File: config.mk
export PLATFORM = sky130hd
export DESIGN_NAME = loop_pulse_dialer
export DESIGN_NICKNAME = d
export VERILOG_FILES = /design/src/rtl/lpd_pkg.sv /design/src/rtl/lpd_tick.sv /design/src/rtl/lpd_timing.sv /design/src/rtl/lpd_seq.sv /design/src/rtl/loop_pulse_dialer.sv
export SDC_FILE = /design/constraint.sdc
export NUM_CORES = 1
export LEC_CHECK = 0
export ABC_AREA = 1
export BUFFER_PORTS_ARGS = -buffer_cell sky130_fd_sc_hd__buf_2
export CORE_MARGIN = 2
export CORE_UTILIZATION = 57
export DETAILED_ROUTE_END_ITERATION = 8
export PLACE_DENSITY = 0.76
export SLEW_MARGIN = 20
export SYNTH_ARGS = -nofsm -noshare
export SYNTH_HDL_FRONTEND = slang
export SYNTH_SLANG_ARGS = --single-unit
File: constraint.sdc
create_clock -name clk_i -period 2.1 [get_ports clk_i]
set_input_delay 0.21 -clock clk_i [delete_from_list [all_inputs] [get_ports clk_i]]
set_output_delay 0.21 -clock clk_i [all_outputs]
set_load 0.01 [all_outputs]
File: src/rtl/lpd_pkg.sv
package lpd_pkg;
  typedef enum logic [2:0] {
    S_IDLE, S_LOCK, S_BRK, S_MAK, S_GAP, S_FBRK, S_FREC, S_PAUSE
  } lpd_state_e;

  localparam logic [3:0] SYM_PAUSE = 4'hA;
  localparam logic [3:0] SYM_P2T   = 4'hB;

  function automatic logic [3:0] pulses_of(logic [3:0] code);
    return (code == 4'd0) ? 4'd10 : code;
  endfunction
endpackage

File: src/rtl/lpd_tick.sv
module lpd_tick #(
  parameter int TICK_CYCLES = 1000
) (
  input  logic clk_i,
  input  logic rst_ni,
  output logic tick_o
);
  generate
    if (TICK_CYCLES <= 1) begin : g_pass
      assign tick_o = 1'b1;
    end else begin : g_div
      localparam int W = $clog2(TICK_CYCLES);
      logic [W-1:0] cnt_q;
      always_ff @(posedge clk_i or negedge rst_ni) begin
        if (!rst_ni) cnt_q <= '0;
        else if (cnt_q == W'(TICK_CYCLES - 1)) cnt_q <= '0;
        else cnt_q <= cnt_q + 1'b1;
      end
      assign tick_o = (cnt_q == W'(TICK_CYCLES - 1));
    end
  endgenerate
endmodule

File: src/rtl/lpd_timing.sv
module lpd_timing #(
  parameter int MS_W     = 12,
  parameter int BRK10_40 = 60,
  parameter int MK10_40  = 40,
  parameter int BRK10_33 = 67,
  parameter int MK10_33  = 33,
  parameter int BRK20_40 = 30,
  parameter int MK20_40  = 20,
  parameter int BRK20_33 = 33,
  parameter int MK20_33  = 17,
  parameter int FL0_MS   = 600,
  parameter int FL1_MS   = 300,
  parameter int FL2_MS   = 73,
  parameter int FL3_MS   = 100
) (
  input  logic            rate20_i,
  input  logic            ratio33_i,
  input  logic [1:0]      flash_sel_i,
  output logic [MS_W-1:0] brk_ms_o,
  output logic [MS_W-1:0] mk_ms_o,
  output logic [MS_W-1:0] flash_ms_o
);
  always_comb begin
    unique case ({rate20_i, ratio33_i})
      2'b00: begin brk_ms_o = MS_W'(BRK10_40); mk_ms_o = MS_W'(MK10_40); end
      2'b01: begin brk_ms_o = MS_W'(BRK10_33); mk_ms_o = MS_W'(MK10_33); end
      2'b10: begin brk_ms_o = MS_W'(BRK20_40); mk_ms_o = MS_W'(MK20_40); end
      default: begin brk_ms_o = MS_W'(BRK20_33); mk_ms_o = MS_W'(MK20_33); end
    endcase
    unique case (flash_sel_i)
      2'd0: flash_ms_o = MS_W'(FL0_MS);
      2'd1: flash_ms_o = MS_W'(FL1_MS);
      2'd2: flash_ms_o = MS_W'(FL2_MS);
      default: flash_ms_o = MS_W'(FL3_MS);
    endcase
  end
endmodule

File: src/rtl/lpd_seq.sv
module lpd_seq
  import lpd_pkg::*;
#(
  parameter int MS_W     = 12,
  parameter int IDG_MS   = 800,
  parameter int PAUSE_MS = 3600,
  parameter int FREC_MS  = 1000,
  parameter int LOCK_MS  = 300
) (
  input  logic            clk_i,
  input  logic            rst_ni,
  input  logic            tick_i,
  input  logic            off_hook_i,
  input  logic            lock_en_i,
  input  logic            tone_mode_i,
  input  logic            sym_valid_i,
  input  logic [3:0]      sym_i,
  output logic            sym_ready_o,
  input  logic            flash_req_i,
  input  logic [MS_W-1:0] brk_ms_i,
  input  logic [MS_W-1:0] mk_ms_i,
  input  logic [MS_W-1:0] flash_ms_i,
  output logic            dp_o,
  output logic            mute_o,
  output logic            done_o
);
  lpd_state_e      state_q;
  logic [MS_W-1:0] cnt_q;
  logic [3:0]      pls_q;
  logic            pt_q, hook_q, done_q;
  logic            tone_eff, seg_end;

  assign tone_eff = tone_mode_i | pt_q;
  assign seg_end  = tick_i && (cnt_q == MS_W'(1));

  always_ff @(posedge clk_i or negedge rst_ni) begin
    if (!rst_ni) begin
      state_q <= S_IDLE;
      cnt_q   <= '0;
      pls_q   <= '0;
      pt_q    <= 1'b0;
      hook_q  <= 1'b0;
      done_q  <= 1'b0;
    end else begin
      hook_q <= off_hook_i;
      done_q <= 1'b0;
      if (!off_hook_i) begin
        state_q <= S_IDLE;
        cnt_q   <= '0;
        pls_q   <= '0;
        pt_q    <= 1'b0;
      end else if (state_q == S_IDLE) begin
        if (!hook_q) begin
          if (lock_en_i) begin
            state_q <= S_LOCK;
            cnt_q   <= MS_W'(LOCK_MS);
          end
        end else if (flash_req_i) begin
          state_q <= S_FBRK;
          cnt_q   <= flash_ms_i;
        end else if (sym_valid_i) begin
          if (sym_i == SYM_PAUSE) begin
            state_q <= S_PAUSE;
            cnt_q   <= MS_W'(PAUSE_MS);
          end else if (sym_i == SYM_P2T) begin
            pt_q   <= 1'b1;
            done_q <= 1'b1;
          end else if (sym_i <= 4'd9 && !tone_eff) begin
            state_q <= S_BRK;
            cnt_q   <= brk_ms_i;
            pls_q   <= pulses_of(sym_i);
          end else begin
            done_q <= 1'b1;
          end
        end
      end else if (tick_i) begin
        if (!seg_end) begin
          cnt_q <= cnt_q - 1'b1;
        end else begin
          unique case (state_q)
            S_BRK: begin
              state_q <= S_MAK;
              cnt_q   <= mk_ms_i;
            end
            S_MAK: begin
              if (pls_q == 4'd1) begin
                state_q <= S_GAP;
                cnt_q   <= MS_W'(IDG_MS);
              end else begin
                state_q <= S_BRK;
                cnt_q   <= brk_ms_i;
              end
              pls_q <= pls_q - 1'b1;
            end
            S_FBRK: begin
              state_q <= S_FREC;
              cnt_q   <= MS_W'(FREC_MS);
            end
            S_LOCK: state_q <= S_IDLE;
            default: begin
              state_q <= S_IDLE;
              done_q  <= 1'b1;
            end
          endcase
        end
      end
    end
  end

  assign dp_o        = !(state_q inside {S_BRK, S_FBRK, S_LOCK});
  assign mute_o      = (state_q != S_IDLE);
  assign done_o      = done_q;
  assign sym_ready_o = (state_q == S_IDLE) && off_hook_i && hook_q && !flash_req_i;

  a_r11_onhook_idle: assert property (@(posedge clk_i) disable iff (!rst_ni)
    !off_hook_i |=> dp_o && !mute_o && !done_o);
  a_r10_lock_break: assert property (@(posedge clk_i) disable iff (!rst_ni)
    off_hook_i && !hook_q && lock_en_i |=> !dp_o);
  a_r7_flash_first: assert property (@(posedge clk_i) disable iff (!rst_ni)
    (state_q == S_IDLE) && hook_q && off_hook_i && flash_req_i && sym_valid_i
    |=> !dp_o && !done_o);
  a_r1_break_muted: assert property (@(posedge clk_i) disable iff (!rst_ni)
    !dp_o |-> mute_o);
  a_r1_ready_idle: assert property (@(posedge clk_i) disable iff (!rst_ni)
    sym_ready_o |-> !mute_o);
  a_r2_train_bound: assert property (@(posedge clk_i) disable iff (!rst_ni)
    (state_q == S_BRK) |-> (pls_q != 4'd0) && (pls_q <= 4'd10));
endmodule

File: src/rtl/loop_pulse_dialer.sv
module loop_pulse_dialer #(
  parameter int TICK_CYCLES = 1000,
  parameter int MS_W        = 12,
  parameter int IDG_MS      = 800,
  parameter int PAUSE_MS    = 3600,
  parameter int FREC_MS     = 1000,
  parameter int LOCK_MS     = 300
) (
  input  logic       clk_i,
  input  logic       rst_ni,
  input  logic       off_hook_i,
  input  logic       lock_en_i,
  input  logic [1:0] mode_i,
  input  logic       rate20_i,
  input  logic       sym_valid_i,
  input  logic [3:0] sym_i,
  output logic       sym_ready_o,
  input  logic       flash_req_i,
  input  logic [1:0] flash_sel_i,
  output logic       dp_o,
  output logic       mute_o,
  output logic       done_o
);
  logic            tick;
  logic [MS_W-1:0] brk_ms, mk_ms, flash_ms;

  lpd_tick #(.TICK_CYCLES(TICK_CYCLES)) u_tick (
    .clk_i(clk_i), .rst_ni(rst_ni), .tick_o(tick)
  );

  lpd_timing #(.MS_W(MS_W)) u_timing (
    .rate20_i(rate20_i), .ratio33_i(mode_i[1]), .flash_sel_i(flash_sel_i),
    .brk_ms_o(brk_ms), .mk_ms_o(mk_ms), .flash_ms_o(flash_ms)
  );

  lpd_seq #(
    .MS_W(MS_W), .IDG_MS(IDG_MS), .PAUSE_MS(PAUSE_MS),
    .FREC_MS(FREC_MS), .LOCK_MS(LOCK_MS)
  ) u_seq (
    .clk_i(clk_i), .rst_ni(rst_ni), .tick_i(tick),
    .off_hook_i(off_hook_i), .lock_en_i(lock_en_i),
    .tone_mode_i(mode_i == 2'b00),
    .sym_valid_i(sym_valid_i), .sym_i(sym_i), .sym_ready_o(sym_ready_o),
    .flash_req_i(flash_req_i),
    .brk_ms_i(brk_ms), .mk_ms_i(mk_ms), .flash_ms_i(flash_ms),
    .dp_o(dp_o), .mute_o(mute_o), .done_o(done_o)
  );
endmodule

# Word-level counts from Yosys, hierarchy flattened
# Index checks and enable logic that the tools add are counted.
# word_totals
ff_bits	32
output_inout_bits	4
# op_classes
n_addsub	3
magnitude_cmp	1
n_eq_ne	33
mux	60
bitwise	1
n_reduce_logical	20
# op_table
op	n
two-way mux 12 bit	11
two-way mux 4 bit	12
two-way mux 3 bit	12
one-hot mux 12 bit (3 select lines)	1
one-hot mux 10 bit (3 select lines)	1
one-hot mux 7 bit (3 select lines)	1
two-way mux 10 bit	2
two-way mux 1 bit	18
inequality test 6 bit (second input constant)	3
one-hot mux 6 bit (3 select lines)	1
AND reduction 6 bit	3
inequality test 3 bit (second input constant)	5
equality test 12 x 1 -> 1 bit (second input constant)	1
subtractor 12 x 1 -> 12 bit (second input constant)	1
adder 10 x 1 -> 10 bit (second input constant)	1
equality test 10 bit (second input constant)	1
inequality test 3 x 1 -> 1 bit (second input constant)	3
one-hot mux 3 bit (3 select lines)	1
AND reduction 9 bit	1
equality test 4 bit (second input constant)	2
inequality test 2 x 1 -> 1 bit (second input constant)	4
equality test 3 x 2 -> 1 bit (second input constant)	2
logical NOT 2 bit	3
nonzero test 3 bit	2
17 further kinds	26

# Logic depth before layout (Yosys ltp)
# logic_depth
ltp_word	12
depth_mapped	12

# Hierarchy
# From an unflattened synthesis, not the netlist that was laid out.
# hier_totals
hier_cells	480
hier_area_um2	2934.1
# modules_own_cells
mod	n_inst	cells_per_inst	area_each_um2	seq_area_each_um2
lpd_seq	1	358	2077.0	550.5
lpd_tick	1	77	549.3	250.2
lpd_timing	1	44	304.0	0.0
loop_pulse_dialer	1	1	3.8	0.0

# Least setup slack after synthesis
# Ideal clock, no wire load.
# synth_timing
kind	register -> register
start	reg u_tick.g_div.cnt_q[0]
end	reg u_seq.cnt_q[2]
setup_time_ns	0.116
arrival_time_ns	1.497
required_ns	1.984
slack_ns	0.486
path_stages_with_launch	12
path_buffers	1
period_less_slack_ns	1.614
cell_sequence	dfrtp_1 ha_1 nand2_1 nor2_1 nand3_1 nand2_1 inv_1 nor2_2 nand3_4 buf_6 nand2_1 nand2_1
# synth_between
elab_chain_cells	6
word_cells_on_any_way	9
cone_classes	3 x eq/ne; 4 x mux; 2 x reduce/logical
# synth_rtl
element	line	source
start: declaration	lpd_tick.sv:13	logic [W-1:0] cnt_q;
start signal: assignment	lpd_tick.sv:17	else cnt_q <= cnt_q + 1'b1;
equality test 10 bit (*)	lpd_tick.sv:19	assign tick_o = (cnt_q == W'(TICK_CYCLES - 1));
logical AND 1 bit	lpd_seq.sv:34	assign seg_end = tick_i && (cnt_q == MS_W'(1));
two-way mux 12 bit	lpd_seq.sv:77	if (!seg_end) begin
two-way mux 12 bit	lpd_seq.sv:76	end else if (tick_i) begin
two-way mux 12 bit	lpd_seq.sv:52	end else if (state_q == S_IDLE) begin
two-way mux 12 bit	lpd_seq.sv:47	if (!off_hook_i) begin
end signal: assignment	lpd_seq.sv:56	cnt_q <= MS_W'(LOCK_MS);
end signal: assignment	lpd_seq.sv:78	cnt_q <= cnt_q - 1'b1;
end signal: assignment	lpd_seq.sv:83	cnt_q <= mk_ms_i;
end: declaration	lpd_seq.sv:28	logic [MS_W-1:0] cnt_q;
# Mark *: on every way between the ends. The rest lies on a longest branch, timed or not. The select of a mux whose other input is x is not followed.
# A chain may end at the register's enable or synchronous reset.

# Worst setup path in the final report
# layout_timing
start	reg u_seq.state_q[2]
end	reg u_seq.cnt_q[2]
# layout_between
elab_chain_cells	6
word_cells_on_any_way	16
cone_classes	9 x eq/ne; 5 x mux; 2 x reduce/logical
# layout_rtl
element	line	source
start: declaration	lpd_seq.sv:27	lpd_state_e state_q;
start signal: assignment	lpd_seq.sv:38	state_q <= S_IDLE;
start signal: assignment	lpd_seq.sv:48	state_q <= S_IDLE;
start signal: assignment	lpd_seq.sv:55	state_q <= S_LOCK;
equality test 3 bit or equality test 3 x 2 -> 1 bit (tied branches)	lpd_seq.sv:80	unique case (state_q)
one-hot mux 12 bit (3 select lines)	lpd_seq.sv:80	
two-way mux 12 bit	lpd_seq.sv:77	
two-way mux 12 bit	lpd_seq.sv:76	
two-way mux 12 bit	lpd_seq.sv:52	
two-way mux 12 bit	lpd_seq.sv:47	
# Several ways; a longest one is shown, not always the timed one. The select of a mux whose other input is x is not followed.

==> results.rst <==
.. list-table::
   :header-rows: 1

   * - Metric
     - Value
   * - Int Power
     - 1.66 mW
   * - Largest stage delay, worst path
     - 0.46 ns
   * - Crit path kind
     - reg2reg
   * - DR iter-0 viols
     - 242
   * - Maximum ir drop on the vdd rail
     - 0.825 mV
   * - Relative max-transition margin
     - 0.520
   * - Number of antenna violations at the first check in global routing
     - 0
   * - Pin count of the biggest net entering global routing
     - 33
   * - Initial standard-cell utilization of the core
     - 0.593
   * - Number of instances in the synthesized netlist
     - 392
   * - Number of buffers created by CTS
     - 5
   * - Number of hold violations in the final report
     - 32
   * - Synth top area cells
     - dfrtp_1 (31%), nand2_1 (19%), nor2_1 (6.8%)
   * - Accumulated negative setup slack
     - 0 ns
   * - Worst setup margin
     - 0.197 ns
   * - Most common library cell in the layout ignoring fill and taps
     - nand2_1
   * - Number of register bits inferred by synthesis
     - 32
   * - Share of synthesized area occupied by flip-flops and latches
     - 0.310
   * - Series of cell instances along the critical path
     - nor2_4 > nand2_4 > nand2_4 > inv_4 > nand2_1 > inv_1 > nor2_2 > nand3_4 > buf_4 > nand2_1 > nand2_1
   * - Wire length of the first global-routing pass
     - 10500 µm
   * - Number of fillers in the final layout
     - 390
   * - Synth-to-layout area growth
     - 10.1%
   * - Fin Hold WS
     - -0.0229 ns
   * - Library cell appearing most often on the critical path
     - nand2_1
   * - Number of antenna repair diodes
     - 0
   * - Post-layout minimum cycle time
     - 1.90 ns
   * - Vias per cell
     - 5.33
   * - Wire per inst
     - 12.8 µm
   * - Power share of the clock group
     - 0.138
   * - Yosys top cell area share
     - 0.310
   * - Drt total wl
     - 6010 µm
   * - Final weighted congestion of routability-driven global placement
     - 0.923
   * - Max_cap viols
     - 0
   * - Maximum count of clock buffers along a single path
     - 2
   * - Worst reg2reg endpoint
     - u_seq.cnt_q[2]$_DFFE_PN0P_
   * - Quantity of I/O buffers inserted on ports
     - 18
   * - Cts-stage hold buffer count
     - 0
   * - Dominant cell type by area after synthesis
     - dfrtp_1
   * - Final non-filler cell total
     - 471
   * - Final setup violation count
     - 0
   * - Worst skew pair latency
     - 0.28 ns
   * - Share of cells above drive strength 1
     - 0.124
   * - Placed Instances
     - 460
   * - Pwr dens
     - 1160 mW/mm²
   * - Reg2Reg Setup Slack
     - 0.20 ns
   * - Data arrival, critical path
     - 2.08 ns
   * - Syn_area_per_cell
     - 6.58 µm²
   * - Synthesized cell area
     - 0.00258 mm²
   * - CP max-delay cell
     - dfrtp_1
   * - Critical path launch point type
     - flip-flop
   * - Chip width
     - 71.3 µm
   * - Number of I/O pins
     - 19
   * - Vias in the first global route
     - 2272
   * - Die area
     - 0.00508 mm²
   * - Period utilization
     - 0.906
   * - Clock tree from TritonCTS
     - built
   * - Length in cells of the worst reg-to-reg path
     - 11
   * - CTS H-tree depth
     - 2
   * - First-pass iteration count of the detailed router
     - 5
   * - Clock net sink count
     - 32
   * - Detailed-route via count
     - 2511
   * - Class of the tightest hold or removal check
     - in2async
   * - Actual slew at the worst max-slew pin
     - 0.721 ns
   * - CP endpoint kind
     - flip-flop
   * - Number of slew-limit violations in the final report
     - 0
   * - Die height
     - 71.3 µm
   * - Half-perimeter wire length of the detailed placement result
     - 4590 µm
   * - Placeable core area
     - 0.00435 mm²
   * - Setup repair after global routing missed its margin
     - no
   * - Comb pwr share
     - 0.576
   * - Worst-case setup slack after placement
     - 0.164 ns
   * - Final Net Count
     - 444
   * - Switching share of power
     - 0.495
   * - Fin util
     - 0.652
   * - Clock Skews
     - 0.00485 ns
   * - Gate family responsible for the most delay along the worst path
     - simple AND/OR/NAND/NOR gates
   * - Result of the run
     - complete, but fails checks
   * - Leakage power summed over all cells
     - 1.51 nW
   * - Cell row count
     - 24
   * - Count of buffering cells on the critical path with inverters included
     - 3
   * - Highest-count cells in the layout ignoring fill and taps
     - nand2_1 (130), nor2_1 (47), inv_1 (43), dfrtp_1 (32), nand3_1 (31)
   * - Failing checks
     - hold timing
   * - Post-route DRC violation count
     - 0
   * - Sw Pwr
     - 1.62 mW
   * - Critical-path maximum fanout
     - 18
   * - Synth unique cells
     - 36
   * - ANT nets after route
     - 0
   * - Remaining global-route overflow
     - 0
   * - Number of warnings issued by yosys
     - 0
   * - Highest clock rate
     - 526 MHz
   * - Overall Power
     - 3.28 mW
   * - Data required time at the worst endpoint
     - 2.27 ns
   * - Synthesized net count
     - 417
   * - Worst flop-to-flop path startpoint
     - u_seq.state_q[2]$_DFFE_PN0P_
   * - Clock root buffer
     - clkbuf_8
   * - Clock transition at the register clock pins on the worst setup and hold paths after CTS
     - 0.07 ns
   * - Global-route usage over all layers
     - 0.258
   * - Proportion of power drawn by flip-flops and latches
     - 0.285
==> flip-flops by register name, summed over array words and instances (netlist names) <==
| name | count |
|---|---|
| u_seq.cnt_q | 12 |
| u_tick.g_div.cnt_q | 10 |
| u_seq.pls_q | 4 |
| u_seq.state_q | 3 |
| u_seq.done_o | 1 |
| u_seq.hook_q | 1 |
| u_seq.pt_q | 1 |
==> timing repair <==
| item | CTS | global route |
|---|---|---|
| resized for setup | 0 | 2 |
| buffers inserted | 0 | 4 |
| endpoints found under the setup margin | 0 | 11 |
==> logic make-up after synthesis <==
kind of cell,share of synthesized area
buffers and inverters,0.0737
and+or+nand+nor,0.435
adders and majority gates,0.0485
DFF,0.310
AOI/OAI and AO/OA,0.105
xor gates and xnor gates,0.0272
==> final cells by class <==
| type | count | area [µm²] | area share |
|---|---|---|---|
| sequential | 32 | 801 | 0.282 |
| clock buffer | 6 | 72.6 | 0.0256 |
| clock inverter | 1 | 5.00 | 0.00176 |
| timing repair buffer | 22 | 120 | 0.0423 |
| tap | 52 | 65.1 | 0.0229 |
| multi-input combinational | 312 | 1600 | 0.564 |
| inverter | 46 | 175 | 0.0617 |
==> synthesized netlist by cell type, drive strengths merged <==
library cell,number
nand2,135
nor2,55
inv,46
nand3,34
dfrtp,32
o21ai,23
a21oi,14
ha,10
nor3,10
xor2,7
nand4,6
nand3b,3
or2,3
a21boi,2
buf,2
o211ai,2
o21bai,2
a22oi,1
a31oi,1
nor4,1
o21a,1
o22ai,1
xnor2,1
==> stage by stage <==
stage                     cell area (µm²)  hold slack, ns
after floorplan                      2580         -0.0856
after global placement               2720           0.300
after detailed placement             2720           0.306
after CTS                            2800        0.000762
after global routing                 2840          0.0411
final                                2840         -0.0229
==> power by group through the flow <==
stage | combinational (mW) | clock, mW | sequential [mW]
3_5_place_dp | 1.80 | 0 | 0.943
5_1_grt | 2.17 | 0.486 | 0.960
3_3_place_gp | 1.80 | 0 | 0.939
4_1_cts | 1.81 | 0.455 | 0.932
2_1_floorplan | 1.45 | 0 | 0.895
6_report | 1.89 | 0.454 | 0.936
==> how the worst max path moves through the flow <==
stage / from / endpoint / slack, ns / cells after the start
final: u_seq.state_q[2]$_DFFE_PN0P_ / u_seq.cnt_q[2]$_DFFE_PN0P_ / 0.20 / 11
after global placement: u_tick.g_div.cnt_q[0]$_DFF_PN0_ / u_seq.cnt_q[8]$_DFFE_PN0P_ / 0.23 / 11
after detailed placement: u_tick.g_div.cnt_q[0]$_DFF_PN0_ / u_seq.cnt_q[5]$_DFFE_PN0P_ / 0.16 / 11
after global routing: u_tick.g_div.cnt_q[0]$_DFF_PN0_ / u_seq.cnt_q[0]$_DFFE_PN0P_ / 0.05 / 11
after CTS: u_tick.g_div.cnt_q[0]$_DFF_PN0_ / u_seq.cnt_q[5]$_DFFE_PN0P_ / 0.15 / 11
after floorplan: u_tick.g_div.cnt_q[0]$_DFF_PN0_ / u_seq.cnt_q[2]$_DFFE_PN0P_ / 0.49 / 11
==> layer usage <==
layer | up-vias | part of all wire | track usage
met5 | - | 0 | 0
met1 | 1100 | 0.48 | 0.370
met2 | 90 | 0.44 | 0.399
met3 | 11 | 0.059 | 0.0436
met4 | 0 | 0.020 | 0.0818
li1 | 1310 | - | -
(Power assumes the default switching activity.)
